==> src/rtl/fso_pkg.sv <==
package fso_pkg;

  typedef enum logic [2:0] {
    REG_OUT_DATA = 3'd0,
    REG_SRC_SEL  = 3'd1,
    REG_SAFE_EN  = 3'd2,
    REG_SAFE_VAL = 3'd3,
    REG_WR_KEY   = 3'd4
  } reg_code_e;

endpackage

==> src/rtl/fso_key.sv <==
module fso_key
  import fso_pkg::*;
(
  input  logic       clk,
  input  logic       rst,
  input  logic       wr_en,
  input  logic [2:0] wr_reg,
  input  logic       wr_bit,
  output logic       key_q
);

  always_ff @(posedge clk) begin
    if (rst) begin
      key_q <= 1'b0;
    end else if (wr_en && (reg_code_e'(wr_reg) == REG_WR_KEY)) begin
      key_q <= wr_bit;
    end
  end

  AST_KEY_RESET_CLEAR: assert property (@(posedge clk) rst |=> !key_q);

  AST_KEY_HOLDS: assert property (@(posedge clk) disable iff (rst)
    !(wr_en && wr_reg == 3'd4) |=> $stable(key_q));

endmodule

==> src/rtl/fso_group_regs.sv <==
module fso_group_regs
  import fso_pkg::*;
#(
  parameter int GRP_W = 24
) (
  input  logic             clk,
  input  logic             rst,
  input  logic             hit,
  input  logic [2:0]       wr_reg,
  input  logic [GRP_W-1:0] wr_data,
  input  logic             key,
  output logic [GRP_W-1:0] out_q,
  output logic [GRP_W-1:0] src_q,
  output logic [GRP_W-1:0] sen_q,
  output logic [GRP_W-1:0] sval_q
);

  reg_code_e code;
  assign code = reg_code_e'(wr_reg);

  always_ff @(posedge clk) begin
    if (rst) begin
      out_q  <= '0;
      src_q  <= '0;
      sen_q  <= '1;
      sval_q <= '0;
    end else if (hit) begin
      case (code)
        REG_OUT_DATA: out_q <= wr_data;
        REG_SRC_SEL:  src_q <= wr_data;
        REG_SAFE_EN:  sen_q <= wr_data;
        REG_SAFE_VAL: if (key) sval_q <= wr_data;
        default: ;
      endcase
    end
  end

  AST_SEN_RESET_SET: assert property (@(posedge clk) rst |=> (&sen_q));

  AST_SVAL_LOCKED: assert property (@(posedge clk) disable iff (rst)
    !key |=> $stable(sval_q));

  AST_IDLE_GROUP_STABLE: assert property (@(posedge clk) disable iff (rst)
    !hit |=> $stable({out_q, src_q, sen_q, sval_q}));

  AST_DATA_KEPT: assert property (@(posedge clk) disable iff (rst)
    !(hit && wr_reg == 3'd0) |=> $stable(out_q));

endmodule

==> src/rtl/fso_pin_mux.sv <==
module fso_pin_mux #(
  parameter int N_CH = 48
) (
  input  logic            clk,
  input  logic            rst,
  input  logic            safe_req,
  input  logic [N_CH-1:0] out_reg,
  input  logic [N_CH-1:0] src_sel,
  input  logic [N_CH-1:0] alt_in,
  input  logic [N_CH-1:0] safe_en,
  input  logic [N_CH-1:0] safe_val,
  output logic [N_CH-1:0] pin_q
);

  logic [N_CH-1:0] pin_d;

  for (genvar i = 0; i < N_CH; i++) begin : g_ch
    logic run_v;
    always_comb begin
      run_v    = src_sel[i] ? alt_in[i] : out_reg[i];
      pin_d[i] = (safe_req && safe_en[i]) ? safe_val[i] : run_v;
    end

    AST_SAFE_DRIVE: assert property (@(posedge clk) disable iff (rst)
      (safe_req && safe_en[i]) |=> pin_q[i] == $past(safe_val[i]));

    AST_RUN_ALT: assert property (@(posedge clk) disable iff (rst)
      (!(safe_req && safe_en[i]) && src_sel[i]) |=> pin_q[i] == $past(alt_in[i]));

    AST_RUN_DATA: assert property (@(posedge clk) disable iff (rst)
      (!(safe_req && safe_en[i]) && !src_sel[i]) |=> pin_q[i] == $past(out_reg[i]));
  end

  always_ff @(posedge clk) begin
    if (rst) pin_q <= '0;
    else     pin_q <= pin_d;
  end

  AST_PIN_RESET: assert property (@(posedge clk) rst |=> (pin_q == '0));

endmodule

==> src/rtl/failsafe_out_bank.sv <==
module failsafe_out_bank #(
  parameter int N_CH  = 48,
  parameter int GRP_W = 24
) (
  input  logic                                           clk,
  input  logic                                           rst,
  input  logic                                           wr_en,
  input  logic [((N_CH/GRP_W) > 1 ? $clog2(N_CH/GRP_W) : 1)-1:0] wr_grp,
  input  logic [2:0]                                     wr_reg,
  input  logic [GRP_W-1:0]                               wr_data,
  input  logic [N_CH-1:0]                                alt_in,
  input  logic                                           safe_req,
  output logic [N_CH-1:0]                                pin_out
);

  localparam int N_GRP  = N_CH / GRP_W;
  localparam int GSEL_W = (N_GRP > 1) ? $clog2(N_GRP) : 1;

  logic            key;
  logic [N_CH-1:0] out_all, src_all, sen_all, sval_all;
  logic [N_GRP-1:0] hit;

  fso_key u_key (
    .clk    (clk),
    .rst    (rst),
    .wr_en  (wr_en),
    .wr_reg (wr_reg),
    .wr_bit (wr_data[0]),
    .key_q  (key)
  );

  for (genvar g = 0; g < N_GRP; g++) begin : g_grp
    assign hit[g] = wr_en && (wr_grp == GSEL_W'(g));

    fso_group_regs #(.GRP_W(GRP_W)) u_regs (
      .clk     (clk),
      .rst     (rst),
      .hit     (hit[g]),
      .wr_reg  (wr_reg),
      .wr_data (wr_data),
      .key     (key),
      .out_q   (out_all [g*GRP_W +: GRP_W]),
      .src_q   (src_all [g*GRP_W +: GRP_W]),
      .sen_q   (sen_all [g*GRP_W +: GRP_W]),
      .sval_q  (sval_all[g*GRP_W +: GRP_W])
    );
  end

  fso_pin_mux #(.N_CH(N_CH)) u_mux (
    .clk      (clk),
    .rst      (rst),
    .safe_req (safe_req),
    .out_reg  (out_all),
    .src_sel  (src_all),
    .alt_in   (alt_in),
    .safe_en  (sen_all),
    .safe_val (sval_all),
    .pin_q    (pin_out)
  );

  AST_ONE_GROUP_HIT: assert property (@(posedge clk) disable iff (rst)
    $onehot0(hit));

endmodule

==> config.mk <==
export PLATFORM = sky130hd
export DESIGN_NAME = failsafe_out_bank
export DESIGN_NICKNAME = d
export VERILOG_FILES = /design/src/rtl/fso_pkg.sv /design/src/rtl/fso_key.sv /design/src/rtl/fso_group_regs.sv /design/src/rtl/fso_pin_mux.sv /design/src/rtl/failsafe_out_bank.sv
export SDC_FILE = /design/constraint.sdc
export NUM_CORES = 1
export LEC_CHECK = 0
export BUFFER_PORTS_ARGS = -buffer_cell sky130_fd_sc_hd__buf_2
export CAP_MARGIN = 20
export CORE_MARGIN = 2
export CORE_UTILIZATION = 40
export DETAILED_ROUTE_END_ITERATION = 10
export SYNTH_ARGS = -nofsm -noshare
export SYNTH_HDL_FRONTEND = slang
export SYNTH_SLANG_ARGS = --single-unit
==> constraint.sdc <==
create_clock -name clk -period 1.7 [get_ports clk]
set_input_delay 0.255 -clock clk [delete_from_list [all_inputs] [get_ports clk]]
set_output_delay 0.255 -clock clk [all_outputs]
set_load 0.01 [all_outputs]
; ---- After elaboration in Yosys (flattened, before gate mapping)
; Cells that the tools add are included.
; W data, S select, Z words.
[op_classes]
n_addsub = 0
mul = 0
n_div = 0
magnitude_cmp = 0
eq_ne = 4
n_shift = 0
n_mux = 96
n_bitwise = 1
reduce_logical = 60
[op_table]
columns = cell, count
row1 = $mux W1, 96
row2 = $logic_and A1 B1 Y1, 51
row3 = $reduce_and A2 Y1, 6
row4 = $eq A3 B2 Y1 const B, 2
row5 = $reduce_and A3 Y1, 2
row6 = $eq A3 B1 Y1 const B, 1
row7 = $eq A3 B3 Y1 const B, 1
row8 = $logic_not A3 Y1, 1
row9 = $not A1 Y1, 1
[word_totals]
regBits = 241
latch_bits = 0
ramBits = 0
rom_bits = 0
in_bits = 80
out_inout_bits = 48
elab_cells = 171
n_memories = 0

; ---- Logic depth before layout (Yosys ltp)
; Gate-level depths: netlist (run 1).
[depth]
ltp_word = 3
ltp_mapped = 5
depth_no_buf = 3

; ---- Hierarchy
; Synthesis (run 1) repeated with hierarchy kept, for this count alone.
[hier_totals]
cells_unflattened = 1112
area_unflattened_um2 = 9992.1
[modules_own_cells]
columns = module, n_inst, cells_each, area_each_um2, seq_area_each_um2
row1 = fso_group_regs, 2, 425, 3609.7, 1921.8
row2 = fso_pin_mux, 1, 255, 2701.3, 960.9
row3 = fso_key, 1, 5, 55.1, 20.0
row4 = failsafe_out_bank, 1, 2, 16.3, 0.0

; ---- Least setup slack after synthesis (run 1)
; OpenSTA, ideal clock, no wires.
[synth_timing]
path_kind = input to register
start = input port rst
end = register u_key.key_q
setup_time_ps = 128
arrival_ps = 1262
t_required_ps = 1572
slack_ps = 310
path_stages = 5
path_buffers = 4
cell_sequence = buf_2 clkbuf_1 clkbuf_1 clkbuf_1 nor2_1
[synth_lines]
columns = item, line
row1 = from (decl), failsafe_out_bank.sv:6  ; input logic rst,
row2 = to (signal assigned), fso_key.sv:16  ; key_q <= wr_bit;
row3 = to (decl), fso_key.sv:9  ; output logic key_q
; No word-level cell between the ends.

; ---- Worst setup path in the final report (run 1)
[layout_timing]
start = register u_mux.pin_q[47]
end = output port pin_out[47]
[layout_lines]
columns = item, line
row1 = from (decl), fso_pin_mux.sv:12  ; output logic [N_CH-1:0] pin_q
row2 = from (signal assigned), fso_pin_mux.sv:36  ; else pin_q <= pin_d;
row3 = to (decl), failsafe_out_bank.sv:13  ; output logic [N_CH-1:0] pin_out
; No word-level cell between the ends.

==> results of run 1 <==
## metrics by stage
| step | instances | hold WS [ns] | worst slack [ns] | instance area (um2) |
|---|---|---|---|---|
| 2_1_floorplan | 937 | 0.402 | 0.310 | 9630 |
| 3_3_place_gp | 1363 | 0.459 | 0.115 | 10900 |
| 3_5_place_dp | 1363 | 0.465 | 0.0944 | 10900 |
| 4_1_cts | 1414 | 0.00542 | 0.409 | 11700 |
| 5_1_grt | 1414 | 0.0175 | 0.385 | 11700 |
| 6_report | 1415 | 0.0259 | 0.408 | 11700 |
## worst reg2reg max path, stage by stage (launching register included)
cell,delay [ns]
dfxtp_1,0.31
and4b_1,0.23
nand2_2,0.09
buf_12,0.25
mux2i_1,0.24
## logic make-up (layout without fill, tap and decap cells)
| group | count (synthesis) | after routing | synth area share [%] |
|---|---|---|---|
| buffers and inverters | 56 | 214 | 2.64 |
| AO/OA/AOI/OAI | 48 | 48 | 3.74 |
| AND/OR/NAND/NOR | 351 | 351 | 18.5 |
| multiplexers | 241 | 241 | 25.1 |
| other | 0 | 1 | 0 |
| flip-flops | 241 | 241 | 50.1 |
## synthesized netlist by cell type
cell type,count
nand2b_1,168
nand2_1,51
nor2_1,122
and4bb_2,1
nand3_1,3
nor4bb_1,1
and4b_1,1
or4b_1,1
clkbuf_1,33
mux2i_1,241
nor3_1,1
buf_6,2
buf_2,17
dfxtp_1,241
a211oi_1,48
nor4b_1,1
nor2b_1,1
buf_1,2
buf_4,2
## layer usage
metal	vias up	track usage (%)	part of all wire, %
li1	3450	-	-
met5	-	0	0
met3	35	2.89	3.8
met2	125	29.4	46
met4	0	3.88	1.6
met1	3140	23.1	48
## power breakdown
part	total (mW)	switching (mW)	internal (mW)	leakage, nW
clock	5.30	2.20	3.10	0.395
combinational	0.777	0.424	0.353	3.07
sequential	5.79	0.0386	5.75	1.95
## state kept, by name, indices dropped and copies added, names as in the netlist
register / cells
g_grp.u_regs.sen_q: 48
g_grp.u_regs.sval_q: 48
u_mux.pin_q: 48
g_grp.u_regs.out_q: 48
u_key.key_q: 1
g_grp.u_regs.src_q: 48
## final timing paths
check	from	end	depth (start not counted)
min	wr_data[10]	g_grp[0].u_regs.sen_q[10]	3
max reg2reg	u_key.key_q	g_grp[0].u_regs.sval_q[10]	4
min reg2reg	g_grp[1].u_regs.out_q[22]	g_grp[1].u_regs.out_q[22]	2
max	u_mux.pin_q[47]	pin_out[47]	1
## cell type report
| type | count | area, um2 |
|---|---|---|
| Fill cell | 2177 | 11800 |
| Sequential cell | 241 | 4820 |
| Multi-Input combinational cell | 640 | 4580 |
| Timing Repair Buffer | 166 | 1090 |
| Clock buffer | 43 | 776 |
| Tap cell | 319 | 399 |
| Clock inverter | 5 | 25.0 |
| Antenna cell | 1 | 2.50 |
==> reports/results.ini, run 1 <==
[global_routing]
grt_pass1_wl_um=35800
grt_pass1_vias=6716
grt_max_degree=44
antenna_found_initial=1
gr-total-overflow=0
grt_usage_pct=17.3

[detailed_routing]
drt-vias-per-instance=4.77
drt_first_pass_iters=4
ant_nets=0
drt_iter0_markers=278
drt_wl_total_um=21900
wl_per_cell_um=15.5
drc=0
vias=6750

[setup_path]
max_stage_delay_ns=0.37
rrSetupSlack_ns=0.51
crit_buf_inv=1
arrival_ns=1.04
path_cells=buf_2
critical_path_class=reg2out
crit_path_top_delay_cell=dfxtp_1
startpoint_type=flop
cp.required_ns=1.44
worst_setup_path_end_kind=primary output
cp_max_fo=1
path_delay_family=flip-flops

[synth]
syn_nets=1017
netlist_area_um2=9630
synthDistinctLibCells=19
syn_inst=937
yosys_warnings=0
synth_largest_area_cell=dfxtp_1
synth-seq-cells=241
syn_avg_cell_area_um2=10.3
yosysSeqAreaShare_pct=50.1
synth_top_area_share_pct=50.1
ys_top_cells_by_area=dfxtp_1 50%, mux2i_1 25%, nand2b_1 11%

[clock_tree]
clock_sinks=241
htreeDepth=1
path_clk_slew_ns=0.06
post_cts_buffers=0
clock_latency_ns=0.52
cts_hold_buf=3
cts_buffer_depth=3
numCtsBuffers=27
cts_tree=yes
root_buffer=clkbuf_16
cts_resized=0

[layout]
layout_common_cells=241 x mux2i_1, 241 x dfxtp_1, 168 x nand2b_1
syn_to_final_growth_pct=21.5
nets=1156
drive_gt1_share_pct=18.9
fin_util_pct=49.7

[sta]
tightest_slew_ns=0.460
tns_ns=0
slew_violations=0
period_minus_slack_ns=1.29
rsz0062_at_grt=no
setup-violations-final=0
hold_violations=0
max_freq_mhz=774
fin_skew_ns=0.00676
max_slew_margin_pct=69.1
min_period_over_period_pct=76.0

[power]
total_power_mw=11.9
p_leak_nw=5.41
peakVddDrop_mv=0.509
p_per_area_nw_per_um2=1010

[floorplan]
chipWidth_um=159
ios=128
die_h_um=159
dieArea_um2=25300
core.rowCount=56
initial_core_util_pct=40.9
core_um2=23500

[min_path]
hold_class=in2reg

[placed_design]
gp_congestion=0.708
place.port_buffers=127
hpwlAfterDp_um=14000

[flow_run]
drv_cap=0

[outcome]
status=finished clean

No activity file was read; power rests on OpenSTA's default activity.
==> run 2, diff against run 1 <==
==> constraint.sdc (replaced) <==
create_clock -name clk -period 1.3 [get_ports clk]
set_input_delay 0.195 -clock clk [delete_from_list [all_inputs] [get_ports clk]]
set_output_delay 0.195 -clock clk [all_outputs]
set_load 0.01 [all_outputs]
==> run 2 against run 1 <==
  * Clock power grew 62%
  * Worst hold slack got worse by 0.0030 ns
  * Power rose by 45%
  * Non-clock buffer count increased by 31
==> reports/results.ini, run 2 (same netlist as run 1, synthesis figures left out) <==
[detailed_routing]
vias=6806
ant_nets=0
drt-vias-per-instance=4.70
drc=0
drt_wl_total_um=21900
drt_first_pass_iters=4
wl_per_cell_um=15.1
drt_iter0_markers=283

[setup_path]
path_delay_family=flip-flops
max_stage_delay_ns=0.37
cp_max_fo=1
arrival_ns=1.04
crit_path_top_delay_cell=dfxtp_1
cp.required_ns=1.11
path_cells=buf_2
critical_path_class=reg2out
worst_setup_path_end_kind=primary output
crit_buf_inv=1
startpoint_type=flop
rrSetupSlack_ns=0.12

[power]
p_per_area_nw_per_um2=1400
p_clk_share_pct=49.8
p_seq_share_pct=43.9
swShare_pct=20.7
power.internal_mw=13.7
combPwrFrac_pct=6.3
p_leak_nw=5.69
peakVddDrop_mv=1.00
switchingPower_mw=3.57

[sta]
slew_violations=0
tns_ns=0
hold_violations=0
setup-violations-final=0
fin_skew_ns=0.00808
max_freq_mhz=808
period_minus_slack_ns=1.24
tightest_slew_ns=0.407
max_slew_margin_pct=72.7
min_period_over_period_pct=95.2
rsz0062_at_grt=no

[clock_tree]
root_buffer=clkbuf_16
cts_tree=yes
htreeDepth=1
numCtsBuffers=27
path_clk_slew_ns=0.06
clock_latency_ns=0.52
clock_sinks=241
cts_buffer_depth=3

[floorplan]
core_um2=23500
core.rowCount=56
initial_core_util_pct=40.9
dieArea_um2=25300
ios=128
die_h_um=159
chipWidth_um=159

[min_path]
hold_class=in2reg

[global_routing]
grt_max_degree=50
grt_usage_pct=17.2
antenna_found_initial=1
grt_pass1_wl_um=35800
grt_pass1_vias=6820
gr-total-overflow=0

[layout]
seq_area_um2=4820
nets=1187
layout_common_cells=241 x mux2i_1, 241 x dfxtp_1, 168 x nand2b_1
syn_to_final_growth_pct=27.8
drive_gt1_share_pct=19.9
multi_input_comb_area_um2=4580
num-fill-cells=2179
fin_util_pct=52.3

[placed_design]
place.port_buffers=127
hpwlAfterDp_um=14700
gp_congestion=0.744

[outcome]
status=finished clean

[flow_run]
drv_cap=0

[run 2: cell types whose count changed in the layout (fill, tap and decap cells not counted), sizes merged]
cell,delta
dlygate4sd3,+23
buf,+8
bufinv,+7
clkbuf,-4
clkinv,-3
clkinvlp,+1
[run 2: path summary, 6_finish.rpt]
kind	startpoint	to	cells past startpoint
setup / recovery	u_mux.pin_q[27]	pin_out[27]	1
hold / removal	alt_in[41]	u_mux.pin_q[41]	3
setup reg to reg	u_key.key_q	g_grp[1].u_regs.sval_q[9]	4
hold reg to reg	g_grp[0].u_regs.out_q[10]	g_grp[0].u_regs.out_q[10]	2
[run 2: stage by stage]
step	power, mW	instance area [um2]	setup slack, ns	hold WS [ns]	std cells
CTS	17.5	12300	0.0264	0.00437	1446
detailed placement	8.77	11000	-0.211	0.465	1371
floorplan	8.29	9630	-0.0286	0.342	937
finish	17.2	12300	0.0619	0.0229	1447
global route	17.9	12300	0.0108	0.0161	1446
global placement	8.77	11000	-0.200	0.460	1371
[run 2: cell type report]
type,instances,area share [%]
well taps,319,3.24
clock inverters,10,1.85
repair buffers,197,12.0
diodes,1,0.0203
multi-input cells,640,37.2
clock buffers,39,6.51
flip-flops and latches,241,39.2
[run 2: what timing repair did]
action	4_1_cts	5_1_grt
setup endpoints to repair	0	4
setup buffers	0	0
gates resized for setup	0	1
hold buffers	26	0
hold endpoints to repair	50	0
[run 2: routing by layer]
layer,vias up,track usage (%),share of wire (%)
li1,3510,-,-
met1,3140,22.8,48
met2,127,29.4,47
met3,29,3.00,3.8
met4,0,4.01,2.0
met5,-,0,0
[run 2: power by group through the flow]
stage	clock, mW	sequential, mW	combinational (mW)
finish	8.58	7.57	1.09
global route	9.14	7.58	1.20
CTS	8.83	7.57	1.11
detailed placement	0	7.73	1.04
global placement	0	7.73	1.04
floorplan	0	7.76	0.530
==> run 3, diff against run 2 <==
--- a/config.mk
+++ b/config.mk
@@ -5,11 +5,12 @@
 export SDC_FILE = /design/constraint.sdc
 export NUM_CORES = 1
 export LEC_CHECK = 0
+export ABC_CLOCK_PERIOD_IN_PS = 1300
 export BUFFER_PORTS_ARGS = -buffer_cell sky130_fd_sc_hd__buf_2
-export CAP_MARGIN = 20
 export CORE_MARGIN = 2
 export CORE_UTILIZATION = 40
 export DETAILED_ROUTE_END_ITERATION = 10
 export SYNTH_ARGS = -nofsm -noshare
 export SYNTH_HDL_FRONTEND = slang
+export SYNTH_HIERARCHICAL = 1
 export SYNTH_SLANG_ARGS = --single-unit
==> run 3 against run 2 <==
  * Sequential cell count unchanged
  * Setup slack improved by 0.021 ns
  * Synthesized cell count grew 19%
  * Clock skew is 0.0032 ns higher
  * Combinational power rose by 7%
  * Largest power group is now registers
  * Sequential power is essentially flat
  * Fmax rose by 1.7%
  * Via count is 15% higher
  * Clock-buffer cell count rose by 4
==> reports/results.ini, run 3 <==
[outcome]
status=finished clean

[global_routing]
antenna_found_initial=3
grt_max_degree=80
grt_pass1_wl_um=38100
gr-total-overflow=0
grt_usage_pct=17.9
grt_pass1_vias=7234

[setup_path]
path_cells=buf_2
critical_path_class=reg2out
max_stage_delay_ns=0.36
cp.required_ns=1.11
path_delay_family=flip-flops
crit_buf_inv=1
cp_max_fo=1
crit_path_top_delay_cell=dfxtp_1
startpoint_type=flop
worst_setup_path_end_kind=primary output
arrival_ns=1.02

[floorplan]
core.rowCount=57
core_um2=24400
dieArea_um2=26300
ios=128
initial_core_util_pct=41.0
die_h_um=162
chipWidth_um=162

[layout]
multi_input_comb_area_um2=4850
nets=1316
stdcell_area_um2=12200
fin_util_pct=50.0
drive_gt1_share_pct=20.2
num-fill-cells=2336
seq_area_um2=4820
syn_to_final_growth_pct=22.1
mostFrequentLayoutCell=dfxtp_1
layout_common_cells=241 x dfxtp_1, 240 x nand2_1, 144 x a21oi_1

[clock_tree]
path_clk_slew_ns=0.06
cts_buffer_depth=3
clock_latency_ns=0.53
cts_tree=yes
numCtsBuffers=26
htreeDepth=1
root_buffer=clkbuf_16
clock_sinks=241
cts_resized=0

[detailed_routing]
drt_wl_total_um=23900
wl_per_cell_um=15.1
drt_first_pass_iters=5
drt-vias-per-instance=4.94
drc=0
drt_iter0_markers=382
ant_nets=0
vias=7813

[placed_design]
placed_area_um2=11200
place.port_buffers=127
gp_congestion=0.746
hpwlAfterDp_um=15400

[synth]
syn_avg_cell_area_um2=8.99
yosysSeqAreaShare_pct=48.3
syn_nets=1192
synth-seq-cells=241
syn_inst=1112
netlist_area_um2=9990
postSynth.asyncResetShare_pct=0
synth_edf_count=0
synth_common_cells=241 x dfxtp_1, 240 x nand2_1, 144 x a21oi_1
ys.flop_type=dfxtp_1
synthDistinctLibCells=23
ys_top_cells_by_area=dfxtp_1 48%, mux2i_1 9.7%, nand2_1 9.0%
synth_top_area_share_pct=48.3
yosys_warnings=6
synth_largest_area_cell=dfxtp_1
synth_most_common_cell=dfxtp_1

[flow_run]
drv_cap=0

[sta]
tightest_slew_ns=0.470
holdWs_ns=0.0106
max_freq_mhz=822
fin_skew_ns=0.0113
slew_violations=0
max_slew_margin_pct=68.4
hold_violations=0
rsz0062_at_grt=no
period_minus_slack_ns=1.22
min_period_over_period_pct=93.6
setup-violations-final=0

[power]
p_per_area_nw_per_um2=1320
peakVddDrop_mv=0.764
total_power_mw=16.1
p_leak_nw=4.87

[min_path]
hold_class=in2reg

run 3: metal layers:
layer  track usage [%]  wire, um  vias up
met4              4.87       482        2
li1                  -         -     4034
met3              2.83      1120       30
met5                 0         7        -
met1              23.6     11200     3595
met2              30.6     11100      152
run 3: path summary, 6_finish.rpt:
path | startpoint | slack (ns) | cells past startpoint | end
max reg2reg | g_grp[0].u_regs/sval_q[0] | 0.23 | 2 | u_mux/pin_q[0]
min reg2reg | g_grp[1].u_regs/out_q[8] | 0.45 | 2 | g_grp[1].u_regs/out_q[8]
max | u_mux/pin_q[25] | 0.08 | 1 | pin_out[25]
min | wr_data[19] | 0.01 | 3 | g_grp[1].u_regs/out_q[19]
run 3: per-stage QoR:
stage                     cells  setup TNS, ns  setup WS (ns)
after global placement     1520         -14.70         -0.211
after floorplan            1112          -1.28        -0.0667
after detailed placement   1520         -18.16         -0.242
final                      1581              0         0.0831
after CTS                  1579              0         0.0759
after global routing       1581              0         0.0375
run 3: repair_timing:
item | 4_1_cts | 5_1_grt
setup buffers | 0 | 0
hold endpoints to repair | 41 | 0
hold buffers | 12 | 0
run 3: logic make-up (layout without fill, tap and decap cells):
kind of cell / count (synthesis) / count (layout) / synth area share [%]
AO/OA/AOI/OAI: 192 / 192 / 12.8
AND/OR/NAND/NOR: 499 / 499 / 25.4
multiplexers: 97 / 97 / 9.72
other: 0 / 2 / 0
buffers and inverters: 83 / 226 / 3.79
flip-flops: 241 / 241 / 48.3
run 3: power by group:
part	switching, mW	internal, mW
Clock	2.88	4.49
Combinational	0.666	0.503
Sequential	0.0535	7.52
run 3: layout make-up:
type	instances	share of cell area, %
multi-input combinational	788	39.7
sequential	241	39.5
timing repair buffer	179	10.4
clock buffer	43	6.44
tap	324	3.32
clock inverter	4	0.574
antenna	2	0.0410
